===== src/rtl/pcfg_pkg.sv =====
package pcfg_pkg;
    localparam int NPORTS = 8;
    localparam int PW     = 8;
    localparam int NMODES = 7;
    localparam int AW     = 4;
    localparam int SW     = $clog2(NPORTS);
    localparam int MW     = $clog2(NMODES);

    localparam logic [AW-1:0] A_SEL  = 4'd0;
    localparam logic [AW-1:0] A_MASK = 4'd1;
    localparam logic [AW-1:0] A_PWM  = 4'd2;
    localparam logic [AW-1:0] A_INV  = 4'd3;
    localparam logic [AW-1:0] A_DIR  = 4'd4;
    localparam logic [AW-1:0] A_DRV0 = 4'd5;
    localparam logic [AW-1:0] A_DRV6 = 4'd11;
    localparam logic [AW-1:0] A_OUT  = 4'd12;

    typedef enum logic [2:0] {
        F_MASK = 3'd0,
        F_PWM  = 3'd1,
        F_INV  = 3'd2,
        F_DIR  = 3'd3,
        F_OUT  = 3'd4,
        F_NONE = 3'd7
    } field_e;
endpackage


===== src/rtl/pcfg_port_bank.sv =====
module pcfg_port_bank
    import pcfg_pkg::*;
#(
    parameter int W = 8
) (
    input  logic         clk,
    input  logic         rst_n,
    input  logic         wr_en,
    input  field_e       fld,
    input  logic [W-1:0] wdata,
    output logic [W-1:0] mask_q,
    output logic [W-1:0] pwm_q,
    output logic [W-1:0] inv_q,
    output logic [W-1:0] dir_q,
    output logic [W-1:0] out_q
);
    always_ff @(posedge clk or negedge rst_n) begin
        if (!rst_n) begin
            mask_q <= '0;
            pwm_q  <= '0;
            inv_q  <= '0;
            dir_q  <= '1;
            out_q  <= '0;
        end else if (wr_en) begin
            unique case (fld)
                F_MASK:  mask_q <= wdata;
                F_PWM:   pwm_q  <= wdata;
                F_INV:   inv_q  <= wdata;
                F_DIR:   dir_q  <= wdata;
                F_OUT:   out_q  <= wdata;
                default: ;
            endcase
        end
    end
endmodule


===== src/rtl/pcfg_drv_bank.sv =====
module pcfg_drv_bank #(
    parameter int W  = 8,
    parameter int NM = 7,
    localparam int MSW = $clog2(NM)
) (
    input  logic            clk,
    input  logic            rst_n,
    input  logic            wr_en,
    input  logic [MSW-1:0]  msel,
    input  logic [W-1:0]    wdata,
    output logic [W*NM-1:0] mode_q
);
    logic [NM-1:0] new_mode;
    assign new_mode = NM'(1) << msel;

    for (genvar b = 0; b < W; b++) begin : g_pin
        always_ff @(posedge clk or negedge rst_n) begin
            if (!rst_n) begin
                mode_q[b*NM +: NM] <= NM'(1);
            end else if (wr_en && wdata[b]) begin
                mode_q[b*NM +: NM] <= new_mode;
            end
        end
    end
endmodule


===== src/rtl/pcfg_pin_mux.sv =====
module pcfg_pin_mux #(
    parameter int W = 8
) (
    input  logic [W-1:0] out_v,
    input  logic [W-1:0] pwm_sel,
    input  logic [W-1:0] pwm_lvl,
    output logic [W-1:0] pin_out
);
    for (genvar b = 0; b < W; b++) begin : g_bit
        always_comb begin
            if (pwm_sel[b]) pin_out[b] = out_v[b] & pwm_lvl[b];
            else            pin_out[b] = out_v[b];
        end
    end
endmodule


===== src/rtl/pcfg_regfile.sv =====
module pcfg_regfile
    import pcfg_pkg::*;
(
    input  logic                       clk,
    input  logic                       rst_n,
    input  logic                       wr_en,
    input  logic [AW-1:0]              addr,
    input  logic [PW-1:0]              wdata,
    output logic [PW-1:0]              rdata,
    input  logic [NPORTS*PW-1:0]       pwm_in,
    input  logic [NPORTS*PW-1:0]       pin_in,
    output logic [NPORTS*PW-1:0]       pin_out,
    output logic [NPORTS*PW-1:0]       pin_dir,
    output logic [NPORTS*PW-1:0]       int_mask,
    output logic [NPORTS*PW-1:0]       in_level,
    output logic [NPORTS*PW*NMODES-1:0] drv_mode
);
    localparam int PB = PW * NMODES;

    logic [SW-1:0] sel_q;
    logic          sel_ok;
    field_e        fld;
    logic          is_drv;
    logic [AW-1:0] drv_off;
    logic [MW-1:0] msel;

    logic [PW-1:0] mask_a [NPORTS];
    logic [PW-1:0] pwm_a  [NPORTS];
    logic [PW-1:0] inv_a  [NPORTS];
    logic [PW-1:0] dir_a  [NPORTS];
    logic [PW-1:0] out_a  [NPORTS];
    logic [PB-1:0] mode_a [NPORTS];

    assign sel_ok = (wdata >> SW) == '0;

    always_ff @(posedge clk or negedge rst_n) begin
        if (!rst_n) begin
            sel_q <= '0;
        end else if (wr_en && addr == A_SEL && sel_ok) begin
            sel_q <= wdata[SW-1:0];
        end
    end

    always_comb begin
        case (addr)
            A_MASK:  fld = F_MASK;
            A_PWM:   fld = F_PWM;
            A_INV:   fld = F_INV;
            A_DIR:   fld = F_DIR;
            A_OUT:   fld = F_OUT;
            default: fld = F_NONE;
        endcase
    end

    assign is_drv  = (addr >= A_DRV0) && (addr <= A_DRV6);
    assign drv_off = addr - A_DRV0;
    assign msel    = drv_off[MW-1:0];

    for (genvar p = 0; p < NPORTS; p++) begin : g_port
        logic hit;
        assign hit = wr_en && (sel_q == SW'(p));

        pcfg_port_bank #(.W(PW)) u_bank (
            .clk    (clk),
            .rst_n  (rst_n),
            .wr_en  (hit && fld != F_NONE),
            .fld    (fld),
            .wdata  (wdata),
            .mask_q (mask_a[p]),
            .pwm_q  (pwm_a[p]),
            .inv_q  (inv_a[p]),
            .dir_q  (dir_a[p]),
            .out_q  (out_a[p])
        );

        pcfg_drv_bank #(.W(PW), .NM(NMODES)) u_drv (
            .clk    (clk),
            .rst_n  (rst_n),
            .wr_en  (hit && is_drv),
            .msel   (msel),
            .wdata  (wdata),
            .mode_q (mode_a[p])
        );

        pcfg_pin_mux #(.W(PW)) u_mux (
            .out_v   (out_a[p]),
            .pwm_sel (pwm_a[p]),
            .pwm_lvl (pwm_in[p*PW +: PW]),
            .pin_out (pin_out[p*PW +: PW])
        );

        assign pin_dir [p*PW +: PW] = dir_a[p];
        assign int_mask[p*PW +: PW] = mask_a[p];
        assign in_level[p*PW +: PW] = pin_in[p*PW +: PW] ^ inv_a[p];
        assign drv_mode[p*PB +: PB] = mode_a[p];
    end

    always_comb begin
        rdata = '0;
        case (addr)
            A_SEL:  rdata = PW'(sel_q);
            A_MASK: rdata = mask_a[sel_q];
            A_PWM:  rdata = pwm_a[sel_q];
            A_INV:  rdata = inv_a[sel_q];
            A_DIR:  rdata = dir_a[sel_q];
            A_OUT:  rdata = out_a[sel_q];
            default: begin
                if (is_drv) begin
                    for (int b = 0; b < PW; b++) begin
                        rdata[b] = mode_a[sel_q][b*NMODES + int'(msel)];
                    end
                end
            end
        endcase
    end
endmodule


===== config.mk =====
export PLATFORM = sky130hd
export DESIGN_NAME = pcfg_regfile
export DESIGN_NICKNAME = d
export VERILOG_FILES = /design/src/rtl/pcfg_pkg.sv /design/src/rtl/pcfg_port_bank.sv /design/src/rtl/pcfg_drv_bank.sv /design/src/rtl/pcfg_pin_mux.sv /design/src/rtl/pcfg_regfile.sv
export SDC_FILE = /design/constraint.sdc
export NUM_CORES = 2
export LEC_CHECK = 0
export CAP_MARGIN = 20
export CORE_ASPECT_RATIO = 0.7
export CORE_MARGIN = 3
export CORE_UTILIZATION = 37
export CTS_CLUSTER_SIZE = 40
export DETAILED_ROUTE_END_ITERATION = 8
export PLACE_DENSITY = 0.65
export SLEW_MARGIN = 20
export SYNTH_ARGS = -nofsm -noshare
export SYNTH_HDL_FRONTEND = slang
export SYNTH_SLANG_ARGS = --single-unit

===== constraint.sdc =====
create_clock -name clk -period 5.7 [get_ports clk]
set_input_delay 1.14 -clock clk [delete_from_list [all_inputs] [get_ports clk]]
set_output_delay 1.14 -clock clk [all_outputs]
set_load 0.005 [all_outputs]

* Word-level counts from Yosys, hierarchy flattened
Index checks and enable logic that the tools add are counted.
Word-level totals: word-level logic and storage cells 458, latch bits 0, bits of input ports 143, output and inout bits 712, memory bits (writable) 0, memory bits (read-only) 0, register bits 771, memories 0
Operators by class: add/sub/neg operators 8, $lt $le $gt $ge 11, $mul 0, divide/modulo/power cells 0, multiplexer cells 108, bitwise gates (word level) 73, shift operators 1, equality and inequality tests 17, reductions and logical operators 135
Operators with widths (number):
- $bmux W56 S3 | 1
- $bmux W8 S3 | 5
- $mux W56 | 2
- $logic_and A1 B1 Y1 | 91
- $mux W8 | 11
- $reduce_and A2 Y1 | 40
- $mux W1 | 79
- $and A1 B1 Y1 | 64
- $xor A8 B8 Y8 | 8
- $pmux W8 S6 | 1
- $bmux W1 S6 | 7
- $add A6 B3 Y7 const A | 3
- $lt A7 B7 Y1 const B | 3
- $eq A3 B3 Y1 const B | 5
- $pmux W3 S5 | 1
- $lt A6 B7 Y1 const B | 2
- $add A5 B3 Y6 const A | 2
- $eq A3 B2 Y1 const B | 4
- $eq A4 B2 Y1 const B | 2
- $logic_not A8 Y1 | 1
- $lt A3 B7 Y1 const B | 1
- $lt A4 B7 Y1 const B | 1
- $lt A5 B7 Y1 const B | 1
- $shl A1 B3 Y7 const A | 1
- other kinds (15) | 17

* Longest topological paths before layout
depth in word-level cells 9, mapped depth 14, gate-level depth less buffers 11

* Hierarchy
From an unflattened synthesis, not the netlist that was laid out.
Second synthesis, totals: cells, all modules 2707, area, all modules 38702.1 µm²
By module, submodules not included:
- pcfg_drv_bank | area each 2157.1 µm², seq. area each 1411.4 µm², cells an instance 131, instances 8
- pcfg_port_bank | area each 1539.0 µm², seq. area each 1011.0 µm², cells an instance 88, instances 8
- pcfg_regfile | area each 8413.1 µm², seq. area each 75.1 µm², cells an instance 827, instances 1
- pcfg_pin_mux | area each 90.1 µm², seq. area each 0.0 µm², cells an instance 16, instances 8

* Worst setup path before layout
OpenSTA, ideal clock, no wires.
path kind in2out, start input port addr[0], end output port rdata[6], cell stages on the path 11, data arrival time 4.266 ns, required time 4.560 ns, path slack 0.294 ns, path through clkbuf_1 > inv_2 > buf_6 > ha_1 > clkbuf_1 > clkinv_1 > ha_1 > clkbuf_1 > a221oi_1 > o41ai_1 > or4_1
Between the ends: longest elaborated chain between the ends 7
Ends and longest elaborated chain:
- start: declaration | line pcfg_regfile.sv:7 | input logic [AW-1:0] addr,
- $sub A3 B3 Y3 | line pcfg_regfile.sv:56 | assign drv_off = addr - A_DRV0;
- $add A6 B3 Y7 | line pcfg_regfile.sv:110 | rdata[b] = mode_a[sel_q][b*NMODES + int'(msel)];
- $bmux W1 S6 | line pcfg_regfile.sv:110
- $mux W1 (not written as such) (2 in a row) | line pcfg_regfile.sv:110
- $mux W8 | line pcfg_regfile.sv:108 | if (is_drv) begin
- $pmux W8 S6 * | line pcfg_regfile.sv:100 | case (addr)
- end: declaration | line pcfg_regfile.sv:9 | output logic [PW-1:0] rdata,
Mark *: on every way between the ends. The rest lies on a longest branch, timed or not. The select of a mux whose other input is x is not followed.

* Final worst setup path
start register sel_q[2], end output port rdata[6]
Between the ends: longest elaborated chain between the ends 9
Ends and longest elaborated chain:
- start: declaration | line pcfg_regfile.sv:20 | logic [SW-1:0] sel_q;
- start signal: assignment | line pcfg_regfile.sv:40 | sel_q <= wdata[SW-1:0];
- $not A3 Y4 (not written as such) *
- $bmux W56 S3 | line pcfg_regfile.sv:110
- $mux W56 (not written as such) (2 in a row) | line pcfg_regfile.sv:110
- $bmux W1 S6 | line pcfg_regfile.sv:110
- $mux W1 (not written as such) (2 in a row) | line pcfg_regfile.sv:110
- $mux W8 | line pcfg_regfile.sv:108
- $pmux W8 S6 * | line pcfg_regfile.sv:100
Marks and branches as above.

==> impl_metrics.toml <==
[floorplanning]
start_util = 0.3751
fp.coreArea_mm2 = 0.1006
num_rows = 97
ioPinCount = 855
die_w_um = 387.7
die-area_mm2 = 0.1059
die_y_um = 273.2

[timing]
slew-limit-headroom = 0.2149
tns_ns = 0
fin_skew_ns = 0.04533
min_period_ns = 5.650
finalSetupViolations = 0
worstMarginPinSlew_ns = 1.173
drv_slew = 0
fin_crit_sh = 0.9912
hold_viol = 0
rsz0062_at_grt = "no"
max_freq_ghz = 0.1770

[detailed_routing]
ant_nets = 0
wl_per_cell_um = 33.42
vias = 30340
drtIter0Drc = 2808
vias_per_cell = 5.755
drt-total-wl_um = 176200
drt-pass1-iter-count = 6
drc = 0

[yosys]
yosysUniqueCellTypes = 84
synth.top_cell.area_share = 0.4264
netlist_instances = 3040
synth_area_leader_cell = "dfrtp_1"
ys_warn_count = 0
synth_edf_count = 0
syn-mean-instance-area_um2 = 12.41
syn_area_mm2 = 0.03774
seq_area_frac_synth = 0.5155
async_flop_share = 1.000
synth_area_leaders = "dfrtp_1, mux2_2, dfstp_2"
synth_nets = 3199
ys_ff_latch = 771
ys.flop_type = "dfrtp_1"

[grt]
grt_util_met3 = 0.09535
first_global_vias = 29460
grtUsageTotal = 0.3253
grt_pass1_wl_um = 244000
grt_overflow = 0
busiest_layer = "met2"
grtUsageMet1 = 0.4759
antenna_found_initial = 17
grtUsageMet2 = 0.4771
grt_max_degree = 154

[worst_setup_path]
path_max_fanout = 44
cp_top_family = "simple AND/OR/NAND/NOR gates"
arrival_ns = 4.51
worst-path-buf-inv = 2
worst_setup_path_end_kind = "output pin"
path_common_cell = "a221oi_1"
crit_required_ns = 4.56
cpPeakStageDelay_ns = 0.91
path_cells = "and2_1 -> buf_4 -> a221oi_1 -> a221oi_1 -> o41ai_1 -> or4_1 -> clkdlybuf4s50_1"
cp-start-kind = "flip-flop"
worst-setup-path-type = "flip-flop to output pin"
cp_slowest_cell = "dfrtp_4"

[cts]
root_buffer = "clkbuf_16"
hold_buffers = 0
clk_pin_slew_ns = 0.07
cts_tree = "yes"
clkLatencyLatePin_ns = 0.70
cts_made_buffers = 80
cts_sinks = 771
h-tree-depth = 3
clockBufferDepth = 3

[min_path]
hold_class = "input pin to async pin"

[power_and_ir_drop]
sequentialPowerShare = 0.441
sw_frac_of_total = 0.2755
power_density_mw_per_mm2 = 259.5
switching_power_mw = 3.623
power_mw = 13.15
pwr-share-clk = 0.424
p_leak_nw = 21.72
power.share.combinational = 0.135
vdd_drop_max_mv = 0.2570
p_int_mw = 9.525

[flow_run]
drv_cap = 0

[placement]
gp_congestion = 0.9838
numPortBuffers = 854
dp_hpwl_um = 133900

[final_layout]
nNetsFinal = 4025
area_growth_pct = 34.28
nFillCells = 8908
final_cell_mix = "clkdlybuf4s50_1, dfrtp_1, mux2_2"
drive_gt1_frac = 0.2805
final_common_cell = "clkdlybuf4s50_1"

[run_status]
status = "complete, no violations"
cells in the mapped netlist (7+ instances only):
cell / number
a221oi_1: 18
nor2b_1: 11
buf_4: 10
a22oi_1: 45
nor2_2: 7
o211ai_1: 9
a2111oi_0: 7
a21oi_1: 19
dfstp_2: 128
mux4_2: 118
mux2_2: 539
nor4_1: 8
o22ai_1: 18
dfrtp_1: 643
a21boi_0: 64
inv_1: 72
mux2i_1: 116
buf_6: 20
nand2_1: 406
o21ai_0: 281
nand3_1: 25
clkbuf_1: 168
nor2_1: 58
ha_1: 16
xor2_1: 64
mux4_1: 17
buf_2: 23
buf_1: 8
per-stage QoR:
stage	hold slack, ns	cell area (um2)	util	setup slack (ns)	cells
global route	0.4057	50670	0.5036	0.007143	5271
finish	0.3954	50670	0.5037	0.04989	5272
CTS	0.3824	50620	0.5032	0.02821	5265
detailed placement	0.4915	47840	0.4755	-0.05257	5116
floorplan	0.4866	37740	-	0.2941	3040
global placement	0.4858	47840	0.4755	-0.08478	5116
registers in the layout (all words and copies together), names as in the netlist:
name                  flops
g_port.u_bank.inv_q      64
g_port.u_bank.pwm_q      64
g_port.u_drv.mode_q     448
sel_q                     3
g_port.u_bank.dir_q      64
g_port.u_bank.out_q      64
g_port.u_bank.mask_q     64
layer usage:
layer  wire, um  vias up
met3      16510      219
li1           -    12600
met5         13        -
met4       4377        2
met1      79040    16120
met2      76240     1402
worst register-to-register path, delay by kind of cell, from the launching register on:
| family | cells | cell delay, ns |
|---|---|---|
| AND/OR/NAND/NOR | 3 | 2.13 |
| flip-flops | 1 | 0.74 |
| buffers and inverters | 1 | 0.65 |
| multiplexers | 1 | 0.51 |
repair_timing:
| action | CTS | global route |
|---|---|---|
| resized for setup | 4 | 4 |
| endpoints found under the setup margin | 5 | 3 |
| setup buffers | 1 | 3 |
final timing paths:
kind | end | slack [ns] | cells after the start | from
max | rdata[6] | 0.05 | 7 | sel_q[2]
min reg2reg | g_port[4].u_drv.mode_q[5] | 0.50 | 2 | g_port[4].u_drv.mode_q[5]
min | g_port[6].u_bank.inv_q[2] | 0.40 | 1 | rst_n
max reg2reg | g_port[2].u_drv.mode_q[39] | 1.54 | 5 | sel_q[2]
min in group clk | g_port[4].u_drv.mode_q[5] | 0.50 | 2 | g_port[4].u_drv.mode_q[5]
max in group asynchronous | g_port[5].u_drv.mode_q[48] | 3.98 | 2 | rst_n
cells by family after synthesis:
logic type / share of synthesized area
mux: 0.2756
flops: 0.5155
simple gates: 0.06319
compound gates: 0.08471
buf+inv: 0.04085
xor+xnor: 0.01485
fa+ha+maj: 0.005305
power groups by stage:
stage          Sequential (mW)  Combinational [mW]  Clock, mW
3_5_place_dp              5.89                1.75          0
5_1_grt                   5.81                1.86       5.86
4_1_cts                   5.79                1.76       5.63
6_report                  5.80                1.78       5.57
3_3_place_gp              5.89                1.76          0
2_1_floorplan             5.83               0.682          0
area by class of cell:
class / instances / area, um2 / area share
multi-input combinational: 1951 / 16810 / 0.3317
sequential: 771 / 19460 / 0.3841
tap: 1336 / 1672 / 0.03299
inverter: 77 / 289.0 / 0.005704
clock inverter: 33 / 449.2 / 0.008864
timing repair buffer: 985 / 9676 / 0.1909
antenna: 4 / 10.01 / 0.0001975
clock buffer: 115 / 2303 / 0.04546
(Power assumes the default switching activity.)
